### src/rtl/dma_arb_pkg.sv
package dma_arb_pkg;
  typedef enum logic {
    ARB_FIXED = 1'b0,
    ARB_ROUND = 1'b1
  } arb_mode_e;
endpackage

### src/rtl/pri_dup_detect.sv
module pri_dup_detect #(
  parameter int unsigned N_CH  = 16,
  parameter int unsigned PRI_W = 4
) (
  input  logic [N_CH-1:0][PRI_W-1:0] pri_i,
  output logic                       dup_o
);
  logic [N_CH-1:0] hit;

  for (genvar i = 0; i < N_CH; i++) begin : g_row
    always_comb begin
      hit[i] = 1'b0;
      for (int j = i + 1; j < N_CH; j++) begin
        if (pri_i[i] == pri_i[j]) hit[i] = 1'b1;
      end
    end
  end

  assign dup_o = |hit;
endmodule

### src/rtl/prio_pick.sv
module prio_pick #(
  parameter int unsigned N_CH  = 16,
  parameter int unsigned PRI_W = 4,
  localparam int unsigned IDX_W = $clog2(N_CH)
) (
  input  logic [N_CH-1:0]            req_i,
  input  logic [N_CH-1:0][PRI_W-1:0] pri_i,
  output logic                       found_o,
  output logic [IDX_W-1:0]           idx_o
);
  logic [PRI_W-1:0] best;

  // ties (only possible with a bad table) resolve to the lowest index
  always_comb begin
    found_o = 1'b0;
    idx_o   = '0;
    best    = '0;
    for (int i = 0; i < N_CH; i++) begin
      if (req_i[i] && (!found_o || pri_i[i] > best)) begin
        found_o = 1'b1;
        idx_o   = IDX_W'(i);
        best    = pri_i[i];
      end
    end
  end
endmodule

### src/rtl/rr_pick.sv
module rr_pick #(
  parameter int unsigned N_CH = 16,
  localparam int unsigned IDX_W = $clog2(N_CH)
) (
  input  logic [N_CH-1:0]  req_i,
  input  logic [IDX_W-1:0] last_i,
  output logic             found_o,
  output logic [IDX_W-1:0] idx_o
);
  always_comb begin
    found_o = 1'b0;
    idx_o   = '0;
    for (int k = 1; k <= N_CH; k++) begin
      int unsigned c;
      c = (int'(last_i) + k) % N_CH;
      if (!found_o && req_i[c]) begin
        found_o = 1'b1;
        idx_o   = IDX_W'(c);
      end
    end
  end
endmodule

### src/rtl/dma_chan_arbiter.sv
module dma_chan_arbiter
  import dma_arb_pkg::*;
#(
  parameter int unsigned N_CH  = 16,
  parameter int unsigned PRI_W = 4,
  localparam int unsigned IDX_W = $clog2(N_CH)
) (
  input  logic             clk_i,
  input  logic             rst_ni,
  input  logic [N_CH-1:0]  req_i,
  input  logic             done_i,
  input  logic             rr_mode_i,
  input  logic             stop_mode_i,
  input  logic [N_CH-1:0]  wake_en_i,
  input  logic             cfg_we_i,
  input  logic [IDX_W-1:0] cfg_ch_i,
  input  logic [PRI_W-1:0] cfg_pri_i,
  input  logic             cfg_pe_i,
  output logic [N_CH-1:0]  grant_o,
  output logic             active_o,
  output logic [IDX_W-1:0] active_idx_o,
  output logic [N_CH-1:0]  suspended_o,
  output logic             cfg_err_o
);
  logic [N_CH-1:0][PRI_W-1:0] pri_q;
  logic [N_CH-1:0]            pe_q;
  logic [N_CH-1:0]            grant_q, grant_d, susp_q, susp_d;
  logic [IDX_W-1:0]           act_q, act_d, last_q, last_d;
  logic [N_CH-1:0]            eff_req;
  logic                       cfg_err, active;
  logic                       fx_found, rr_found;
  logic [IDX_W-1:0]           fx_idx, rr_idx;
  arb_mode_e                  mode;

  assign mode    = arb_mode_e'(rr_mode_i);
  assign eff_req = stop_mode_i ? (req_i & wake_en_i) : req_i;
  assign active  = |grant_q;

  // configuration table
  always_ff @(posedge clk_i or negedge rst_ni) begin
    if (!rst_ni) begin
      for (int i = 0; i < N_CH; i++) pri_q[i] <= PRI_W'(i);
      pe_q <= '0;
    end else if (cfg_we_i) begin
      pri_q[cfg_ch_i] <= cfg_pri_i;
      pe_q[cfg_ch_i]  <= cfg_pe_i;
    end
  end

  pri_dup_detect #(.N_CH(N_CH), .PRI_W(PRI_W)) u_dup (
    .pri_i (pri_q),
    .dup_o (cfg_err)
  );

  prio_pick #(.N_CH(N_CH), .PRI_W(PRI_W)) u_fixed (
    .req_i   (eff_req),
    .pri_i   (pri_q),
    .found_o (fx_found),
    .idx_o   (fx_idx)
  );

  rr_pick #(.N_CH(N_CH)) u_rr (
    .req_i   (eff_req),
    .last_i  (last_q),
    .found_o (rr_found),
    .idx_o   (rr_idx)
  );

  always_comb begin
    grant_d = grant_q;
    act_d   = act_q;
    susp_d  = susp_q;
    last_d  = last_q;
    if (active) begin
      if (done_i) begin
        grant_d = '0;
      end else if (mode == ARB_FIXED && !cfg_err && pe_q[act_q] && fx_found &&
                   fx_idx != act_q && pri_q[fx_idx] > pri_q[act_q]) begin
        grant_d         = '0;
        grant_d[fx_idx] = 1'b1;
        susp_d[act_q]   = 1'b1;
        susp_d[fx_idx]  = 1'b0;
        act_d           = fx_idx;
      end
    end else if (!cfg_err) begin
      if (mode == ARB_ROUND) begin
        if (rr_found) begin
          grant_d         = '0;
          grant_d[rr_idx] = 1'b1;
          susp_d[rr_idx]  = 1'b0;
          act_d           = rr_idx;
          last_d          = rr_idx;
        end
      end else if (fx_found) begin
        grant_d         = '0;
        grant_d[fx_idx] = 1'b1;
        susp_d[fx_idx]  = 1'b0;
        act_d           = fx_idx;
      end
    end
  end

  always_ff @(posedge clk_i or negedge rst_ni) begin
    if (!rst_ni) begin
      grant_q <= '0;
      susp_q  <= '0;
      act_q   <= '0;
      last_q  <= IDX_W'(N_CH - 1);
    end else begin
      grant_q <= grant_d;
      susp_q  <= susp_d;
      act_q   <= act_d;
      last_q  <= last_d;
    end
  end

  assign grant_o      = grant_q;
  assign active_o     = active;
  assign active_idx_o = act_q;
  assign suspended_o  = susp_q;
  assign cfg_err_o    = cfg_err;

  assert_grant_onehot_R2: assert property (@(posedge clk_i) disable iff (!rst_ni)
    $onehot0(grant_q));

  assert_err_blocks_grant_R4: assert property (@(posedge clk_i) disable iff (!rst_ni)
    (cfg_err && !active) |=> (grant_q == '0));

  assert_no_preempt_R5: assert property (@(posedge clk_i) disable iff (!rst_ni)
    (active && !done_i && !pe_q[act_q]) |=> $stable(grant_q));

  assert_done_release_R7: assert property (@(posedge clk_i) disable iff (!rst_ni)
    (active && done_i) |=> (grant_q == '0));

  assert_rr_hold_R8: assert property (@(posedge clk_i) disable iff (!rst_ni)
    (active && !done_i && rr_mode_i) |=> $stable(grant_q));
endmodule

### config.mk
export PLATFORM = sky130hd
export DESIGN_NAME = dma_chan_arbiter
export DESIGN_NICKNAME = d
export VERILOG_FILES = /design/src/rtl/dma_arb_pkg.sv /design/src/rtl/pri_dup_detect.sv /design/src/rtl/prio_pick.sv /design/src/rtl/rr_pick.sv /design/src/rtl/dma_chan_arbiter.sv
export SDC_FILE = /design/constraint.sdc
export NUM_CORES = 1
export LEC_CHECK = 0
export BUFFER_PORTS_ARGS = -buffer_cell sky130_fd_sc_hd__buf_4
export CAP_MARGIN = 40
export CORE_MARGIN = 2
export CORE_UTILIZATION = 57
export DETAILED_ROUTE_END_ITERATION = 6
export PLACE_DENSITY = 0.73
export SLEW_MARGIN = 25
export SYNTH_ARGS = -nofsm -noshare
export SYNTH_HDL_FRONTEND = slang
export SYNTH_SLANG_ARGS = --single-unit
### constraint.sdc
create_clock -name clk_i -period 34.1 [get_ports clk_i]
set_input_delay 10.23 -clock clk_i [delete_from_list [all_inputs] [get_ports clk_i]]
set_output_delay 10.23 -clock clk_i [all_outputs]
set_load 0.01 [all_outputs]
# Word level (Yosys, flattened, before mapping)
# Cells that the tools add are included.
[op_classes]
magnitude_cmp = 40
eq_ne = 126
n_reduce_logical = 91
add_sub_neg = 16
n_mux = 270
bitwise = 10
[op_table]
columns = ["cell", "count"]
rows = [
  ["4-bit == test", 120],
  ["16-bit 2-to-1 mux", 15],
  ["4-bit 2-to-1 mux", 49],
  ["1-bit 2-to-1 mux", 174],
  ["4-bit by 5-bit < comparator with 1-bit output, second input constant", 20],
  ["1-bit binary-select mux with 4-bit select", 17],
  ["16-bit AND", 4],
  ["64-bit bitwise mux", 1],
  ["4-bit greater-than comparator", 16],
  ["1-bit logical AND", 39],
  ["4-bit adder, second input constant", 8],
  ["4-bit binary-select mux with 4-bit select", 2],
  ["16-bit inverter", 2],
  ["1-bit zero test", 31],
  ["4-bit by 3-bit adder with 4-bit output, second input constant", 4],
  ["16-bit bitwise mux", 1],
  ["1-bit demux with 4-bit select", 4],
  ["4-bit demux with 4-bit select", 1],
  ["4-bit by 1-bit >= comparator with 1-bit output, second input constant", 4],
  ["16-bit bitwise OR", 1],
  ["16-bit OR reduction", 1],
  ["1-bit logical OR", 15],
  ["15-bit OR reduction", 1],
  ["3-bit 2-to-1 mux", 4],
  ["other kinds (12)", 19],
]
[totals]
wordCells = 574
reg_bits = 120
output_inout_bits = 38

# Depth between registers and ports, before layout
# Gate-level depths: netlist of run 1.
[depth]
ltp_word = 73
mapped_depth = 145
ltp_nobuf = 138

# By module
# Synthesis of run 1 repeated with hierarchy kept, for this count alone.
[unflattened]
hier_cells = 2149
hier_area_um2 = 19603.8
[modules_own_cells]
columns = ["mod", "area_each_um2", "instances", "cells_per_inst"]
rows = [
  ["dma_chan_arbiter", 7323.3, 1, 627],
  ["pri_dup_detect", 6647.6, 1, 767],
  ["prio_pick", 3394.5, 1, 491],
  ["rr_pick", 2238.4, 1, 264],
]

# Worst setup path after synthesis of run 1
# OpenSTA, ideal clock, no wires.
[synth_path]
path_kind = "input-to-reg"
start = "input port stop_mode_i"
end = "register act_q[0] (netlist: active_idx_o[0])"
path_stages = 132
setup_slack_ns = -1.225
t_arrival_ns = 35.198
path_buffers = 6
setup_ns = 0.128
t_required_ns = 33.972
cell_sequence = "buf_6 nor2b_1 nor2_1 nand2_1 ha_1 and4_1 a311o_1 a21o_1 mux2i_1 inv_1 ha_1 a21oi_1 a41o_1 a31oi_4 mux2_2 inv_1 ha_1 nor2b_1 [... 96 more ...] a211o_1 clkbuf_1 nand2b_1 clkbuf_1 nor2_1 o211ai_1 o311ai_0 or3_1 ha_1 nor2b_1 o21a_1 o21ai_0 nand2b_1 nand4b_1 a311o_1 buf_2 nand2_2 mux2_1"
[synth_between]
elab_chain_cells = 68
[synth_lines]
columns = ["element", "line", "rtl"]
rows = [
  ["from (decl)", "dma_chan_arbiter.sv:13", "input logic stop_mode_i,"],
  ["16-bit 2-to-1 mux (*)", "dma_chan_arbiter.sv:36", "assign eff_req = stop_mode_i ? (req_i & wake_en_i) : req_i;"],
  ["4-bit 2-to-1 mux / 1-bit 2-to-1 mux (equally long branches)", "prio_pick.sv:19", "if (req_i[i] && (!found_o || pri_i[i] > best)) begin"],
  ["4-bit greater-than comparator / 1-bit zero test (equally long branches)", "prio_pick.sv:19", ""],
  ["1-bit logical OR", "prio_pick.sv:19", ""],
  ["1-bit logical AND", "prio_pick.sv:19", ""],
  ["4-bit 2-to-1 mux / 1-bit 2-to-1 mux (equally long branches)", "prio_pick.sv:19", ""],
  ["4-bit greater-than comparator / 1-bit zero test (equally long branches)", "prio_pick.sv:19", ""],
  ["1-bit logical OR", "prio_pick.sv:19", ""],
  ["[... 52 more ...]", "-", ""],
  ["1-bit logical AND", "prio_pick.sv:19", ""],
  ["4-bit 2-to-1 mux", "prio_pick.sv:19", ""],
  ["4-bit binary-select mux with 4-bit select", "dma_chan_arbiter.sv:78", "fx_idx != act_q && pri_q[fx_idx] > pri_q[act_q]) begin"],
  ["4-bit 2-to-1 mux (not written as such)", "dma_chan_arbiter.sv:78", ""],
  ["4-bit greater-than comparator", "dma_chan_arbiter.sv:78", ""],
  ["1-bit logical AND", "dma_chan_arbiter.sv:78", ""],
  ["2-bit by 1-bit != test with 1-bit output (no source line)", "-", ""],
  ["5-bit AND reduction (no source line)", "-", ""],
  ["to (signal assigned)", "dma_chan_arbiter.sv:112", "act_q <= act_d;"],
  ["to (decl)", "dma_chan_arbiter.sv:28", "logic [IDX_W-1:0] act_q, act_d, last_q, last_d;"],
]
# Every way passes the cells marked *; elsewhere a longest branch is shown, timed or not. The select of a mux whose other input is x is not followed.
# A chain may end at the register's enable or synchronous reset.

# Final worst setup path of run 1
[layout_path]
start = "input port stop_mode_i"
end = "register act_q[1] (netlist: active_idx_o[1])"
# The elaborated chain is that of the path after synthesis.

==> results of run 1 <==
state kept, by name, indices dropped and copies added (netlist names):
name,cells
active_idx_o,4
grant_o,16
last_q,4
pe_q,16
pri_q,64
suspended_o,16
path summary, 6_finish.rpt:
check / endpoint / slack [ps] / cells after the start
worst max-delay path: active_idx_o[1] / -1250 / 137
worst min-delay path: pe_q[2] / 500 / 1
worst max register to register: active_idx_o[1] / 7650 / 134
worst min register to register: pe_q[2] / 500 / 1
max in group asynchronous: pri_q[12] / 23120 / 3
min in group asynchronous: suspended_o[8] / 9790 / 1
cell usage in the layout, fill, tap and decap left out, types with 17 or more instances in the layout:
master / netlist / final
mux2_4: 5 / 26
mux2_2: 100 / 82
o21ai_1: 9 / 21
nand2b_1: 27 / 26
dfstp_2: 36 / 36
nand4_1: 73 / 73
inv_1: 80 / 70
xor2_1: 274 / 274
mux2i_1: 69 / 57
a21oi_2: 1 / 23
ha_4: 0 / 32
mux4_2: 58 / 58
nor3_1: 22 / 19
ha_1: 63 / 29
nor4_1: 101 / 100
nand2_1: 114 / 105
dfrtp_1: 84 / 84
nor2_1: 77 / 68
xnor2_1: 221 / 221
buf_4: 0 / 315
nand3_1: 30 / 27
o21ai_0: 75 / 54
clkbuf_16: 0 / 17
a21oi_1: 80 / 52
layer usage:
metal	vias to the layer above	GRT usage [%]	routed length (µm)
met3	551	13.0	10500
met4	2	21.2	5280
met1	9202	51.9	26300
met5	-	0	13
met2	1645	63.5	31400
li1	7876	-	-
worst max-delay path, delay by kind of cell:
kind                     cells  cell delay [ps]
AO/OA/AOI/OAI               62            11540
AND/OR/NAND/NOR             33             4530
adder cells (fa/ha/maj)     16             4230
multiplexers                10             3090
buffers and inverters       16             1960
final cells by class:
class | count | area share, %
repair buffers | 335 | 11.7
clock buffers | 17 | 1.92
well taps | 396 | 2.24
multi-input cells | 1694 | 68.1
flip-flops and latches | 120 | 13.8
clock inverters | 15 | 0.825
inverters | 83 | 1.42
kinds of logic after synthesis:
logic type | count (synthesis) | synth area share [%]
AOI/OAI and AO/OA | 361 | 14.1
buffers and inverters | 272 | 5.94
adders and majority gates | 64 | 4.45
DFF | 120 | 17.0
and+or+nand+nor | 536 | 16.3
muxes | 235 | 18.0
xor gates and xnor gates | 496 | 24.2
through the flow:
stage	setup slack [ps]	area (µm²)	setup TNS, ps
floorplan	22.1	18100	0
global placement	-367	19600	-11530
detailed placement	-1290	19700	-44280
CTS	3.09	20900	0
global route	-2020	22100	-70010
finish	-1250	22100	-41790
timing repair:
item	in CTS	in global routing
buffers inserted	40	39
cloned	1	2
endpoints found under the setup margin	36	36
pin swaps	44	94
gates resized for setup	59	180
==> summary.md, run 1 <==
| Metric | Value |
|---|---|
| Status | `finished with violations` |
| Failing checks | `setup timing` |
| Cell taking the most area after synthesis | `xor2_1` |
| Min cycle time layout | `35350 ps` |
| Ant. Diodes | `0` |
| Cts hold-fix bufs | `0` |
| Max cap viols | `0` |
| Yosys reg bits | `120` |
| Final period util | `104%` |
| Max stage delay on crit path | `520 ps` |
| Die ar. | `32900 µm²` |
| Global-route wire length before repair | `106 mm` |
| Layout cells sized above 1 | `33.9%` |
| Largest net degree at the start of global routing | `45` |
| Antenna-violating nets left | `0` |
| Library cells used by synthesis | `103` |
| Top cell by count, worst path | `ha_4` |
| First-pass DRT Iterations | `7` |
| Final setup violation count | `36` |
| Final Skew | `10.9 ps` |
| Via count | `19300` |
| Register area | `3050 µm²` |
| Most common cell in the netlist | `xor2_1` |
| Number of global-route vias before repair | `18500` |
| Reg2reg start | `pri_q[4]` |
| Hold Path Class | `flop to flop` |
| Half-perimeter wire length after placement | `45.7 mm` |
| Post-synthesis net count | `2194` |
| Worst setup EP type | `flop` |
| Most frequent cells after synthesis | `xor2_1, xnor2_1, nand2_1, nor4_1` |
| Max Root-Sink Buffers | `2` |
| Worst slew pin tran | `943 ps` |
| CTS Sinks | `120` |
| Standard-cell rows | `64` |
| Mean Syn Cell Area | `8.61 µm²` |
| Area Growth Syn to Fin | `23.4%` |
| RSZ-0062 raised after global routing | `yes` |
| Post-Layout Cell Count | `2660` |
| Arr. time, crit path | `35660 ps` |
| PnR worst setup slack | `-1250 ps` |
| Num CTS Buffers | `17` |
| Worst EP required | `34410 ps` |
| Core area | `30800 µm²` |
| CP Launch Type | `input pin` |
| Final GP Congestion | `1.03` |
| Routed vias/inst | `7.25` |
| Cells after synthesis | `2084` |
| Yosys top cell area share | `13.4%` |
| Critical path class | `input pin to flop` |
| Slowest cell on crit path | `a311o_2` |
| Die height | `181 µm` |
| Overflow after GRT | `0` |
| Clk slew on worst S/H paths | `60 ps` |
| Ys Warns | `0` |
| Slew Limit Fails | `0` |
| Max H-tree Level | `4` |
| CTS Root Cell | `clkbuf_16` |
| Area of the multi-input gates | `15100 µm²` |
| Worst hold slack | `501 ps` |
| GRT Total Usage | `41.2%` |
| Final net count | `2361` |
| Start point of the critical path | `stop_mode_i` |
| Final Hold Vio Count | `0` |
| Slew Limit Headroom | `37.1%` |
| Clk Latency, worst-skew pair | `440 ps` |
| Starting Density | `58.2%` |
| HP Start | `pe_q[2]` |
| Synth Flop Type | `dfrtp_1` |
| Top-Level Pins | `85` |
| DRC | `0` |
| Highest clock rate | `28.3 MHz` |
| Fin util | `71.8%` |
| Fill count | `2205` |
| Async SR Flop Fraction | `100%` |
| Iteration-0 DRC Markers | `3054` |
| IO Port Bufs | `84` |
| Final wirelength | `73.6 mm` |
| Initial antenna violation count | `2` |
| Seq/Total Area, Yosys | `17.0%` |
| WL per Instance | `27.7 µm` |
| Synth top area cells | `xor2_1, dfrtp_1, xnor2_1` |
| Post-synth EDFFs | `0` |
| Mapped Area | `17900 µm²` |
| Die W | `181 µm` |
| CTS tree | `yes` |
| Worst-path maximum fanout | `7` |
| DP Cell Count | `2546` |
Power of run 1 is not shown: default switching activity piles up to over one toggle a cycle in this logic, so the estimate is an artifact.
==> run 2, diff against run 1 <==
Settings changed: ABC_AREA set to 1, MAX_ROUTING_LAYER set to met4, REMOVE_ABC_BUFFERS set to 1.
==> run 2 against run 1 <==
  * The run ends with DRC left
  * Wire length is 11% lower
  * Synthesized cell count is 24% higher
  * Register-to-register slack better by 4000 ps
  * Cell area is 17% lower
  * Die area is 5.4% lower
  * Highest routed layer is now met4
==> summary.md, run 2 <==
| Metric | Value |
|---|---|
| Die ar. | `31100 µm² (-5.4%)` |
| Final setup violation count | `0 (-100%)` |
| Die W | `176 µm (-2.8%)` |
| Standard-cell rows | `63 (-1.6%)` |
| CTS Root Cell | `clkbuf_16` |
| Routed vias/inst | `6.34 (-13%)` |
| Max H-tree Level | `4 (unchanged)` |
| Top reg by flops | `pri_q` |
| Yosys top cell area share | `20.9% (+7.6 points)` |
| Final wirelength | `65.7 mm (-11%)` |
| Reg2reg start | `pri_q[4]` |
| Max Root-Sink Buffers | `2 (unchanged)` |
| Area Growth Syn to Fin | `8.13%` |
| Initial antenna violation count | `0 (-2)` |
| Hold-critical path depth | `2 (+1)` |
| Critical path class | `input pin to flop` |
| Top-Level Pins | `85 (unchanged)` |
| Library cells used by synthesis | `54 (-48%)` |
| Slew Limit Headroom | `39.8% (+2.7 points)` |
| Max reg flops | `64 (unchanged)` |
| Slew Limit Fails | `0 (unchanged)` |
| Worst EP required | `34480 ps (+70 ps)` |
| Cell taking the most area after synthesis | `xnor2_1` |
| Final GP Congestion | `0.995 (-2.9%)` |
| CTS Sinks | `120 (unchanged)` |
| Failing checks | `DRC` |
| Most frequent cells after synthesis | `nand2_1, xnor2_1, o21ai_0, inv_1, nor2_1` |
| WL per Instance | `22.2 µm (-20%)` |
| Post-synth EDFFs | `0 (unchanged)` |
| Number of global-route vias before repair | `17700 (-4.3%)` |
| HP Start | `pe_q[1]` |
| Slowest cell on crit path | `nor2_2` |
| Synth top area cells | `xnor2_1, nand2_1, dfrtp_1` |
| Commonest cells after routing, fill and taps aside | `nand2_1, xnor2_1, o21ai_0` |
| Post-CTS Setup Bufs | `0 (-100%)` |
| Overflow after GRT | `0 (unchanged)` |
| Final period util | `92.7% (-11 points)` |
| Clk slew on worst S/H paths | `60 ps (about the same)` |
| CTS tree | `yes` |
| Ant. Diodes | `0 (unchanged)` |
| DP Area | `17600 µm² (-11%)` |
| Max cap viols | `0 (unchanged)` |
| Clk Latency, worst-skew pair | `450 ps (about the same)` |
| Cts hold-fix bufs | `0 (unchanged)` |
| Final Hold Vio Count | `0 (unchanged)` |
| Mapped Area | `17000 µm² (-5.5%)` |
| Most common cell in the netlist | `nand2_1` |
| Via count | `18800 (-2.6%)` |
| Yosys reg bits | `120 (unchanged)` |
| Hold Path Class | `flop to flop` |
| Antenna-violating nets left | `0 (unchanged)` |
| Final Skew | `15.0 ps (+4.19 ps)` |
| Half-perimeter wire length after placement | `43.2 mm (-5.3%)` |
| Layout cells sized above 1 | `11.1% (-23 points)` |
| Worst slew pin tran | `903 ps (-40.8 ps)` |
| Final Cell Area | `18300 µm² (-17%)` |
| Top cell by count, worst path | `nand2_1` |
| IO Port Bufs | `84 (unchanged)` |
| End of the worst register-to-register path | `suspended_o[14]` |
| Num CTS Buffers | `17 (unchanged)` |
| Most common cell after layout, fill and taps aside | `nand2_1` |
| CP Launch Type | `input pin` |
| RSZ-0062 raised after global routing | `no` |
| Max stage delay on crit path | `540 ps (+20 ps)` |
| Core area | `29500 µm² (-4.4%)` |
| Largest net degree at the start of global routing | `65 (+44%)` |
| Worst setup EP type | `flop` |
| Seq/Total Area, Yosys | `18.0% (+1.0 points)` |
| DRC | `1 (+1)` |
| Iteration-0 DRC Markers | `2442 (-20%)` |
| Synth Flop Type | `dfrtp_1` |
| Die height | `176 µm (-2.8%)` |
| Status | `finished with violations` |
| Global-route wire length before repair | `101 mm (-4.6%)` |
| R2R setup slack | `11630 ps (+3980 ps)` |
| Ys Warns | `0 (unchanged)` |
| Final net count | `2671 (+13%)` |
| Arr. time, crit path | `31980 ps (-3680 ps)` |
| Setup TNS | `0 ps (+41790 ps)` |
| Cells after synthesis | `2586 (+24%)` |
| Min cycle time layout | `31600 ps (-3750 ps)` |
| First-pass DRT Iterations | `7 (unchanged)` |
| GRT Total Usage | `43.4% (+2.2 points)` |
| Mean Syn Cell Area | `6.56 µm² (-24%)` |
| Worst r2r path cells | `165 (+23%)` |
| Async SR Flop Fraction | `100% (unchanged)` |
| Post-CTS sizing | `0 (-100%)` |
| Highest clock rate | `31.6 MHz (+12%)` |
| Worst-path maximum fanout | `20 (+13)` |
| Worst Hold Path EP | `pe_q[1]` |
| Starting Density | `57.5% (-0.71 points)` |
run 2: worst max-delay path by stage:
stage          cells after the start               to  slack [ps]         from
2_1_floorplan                    174   suspended_o[0]        5270  stop_mode_i
3_3_place_gp                     169  suspended_o[11]        2830  stop_mode_i
3_5_place_dp                     163  active_idx_o[1]        2060  stop_mode_i
4_1_cts                          163  active_idx_o[1]        2390  stop_mode_i
5_1_grt                          168  active_idx_o[2]          40  stop_mode_i
6_report                         168  suspended_o[14]        2500  stop_mode_i
run 2: through the flow:
step	instances	utilization [%]	hold slack, ps	setup slack (ps)
floorplan	2407	-	453	5270
global placement	2921	59.6	468	2830
detailed placement	2924	59.7	474	2060
CTS	2956	61.8	488	2390
global route	2964	62.2	527	42.9
finish	2964	62.2	490	2500
run 2: cell families (layout without fill, tap and decap cells):
logic type	after synthesis	after routing	synth area share, %
adders and majority gates	63	63	4.65
DFF	120	120	18.0
xor gates and xnor gates	455	455	23.5
muxes	8	8	0.472
buffers and inverters	407	395	9.72
AOI/OAI and AO/OA	429	429	14.3
and+or+nand+nor	1104	1104	29.4
run 2: worst max-delay path, delay by kind of cell:
kind / cells / cell delay (ps)
fa+ha+maj: 16 / 5150
compound gates: 34 / 4810
simple gates: 96 / 9900
buf+inv: 22 / 1880
run 2: per-layer routing:
metal	wire, µm	vias up	track usage [%]	part of all wire (%)
met3	7910	390	9.63	12
met5	0	-	-	0
met1	25500	8610	53.4	39
met4	4820	0	27.5	7.3
li1	-	8448	-	-
met2	27500	1329	64.4	42
run 2: layout make-up:
type	count	area, µm²
multi-input combinational	2059	12300
clock inverter	14	186
tap	390	488
fill	2844	11100
sequential	120	3050
clock buffer	18	439
inverter	228	856
timing repair buffer	135	1060
Power of run 2 is left out for the same reason.
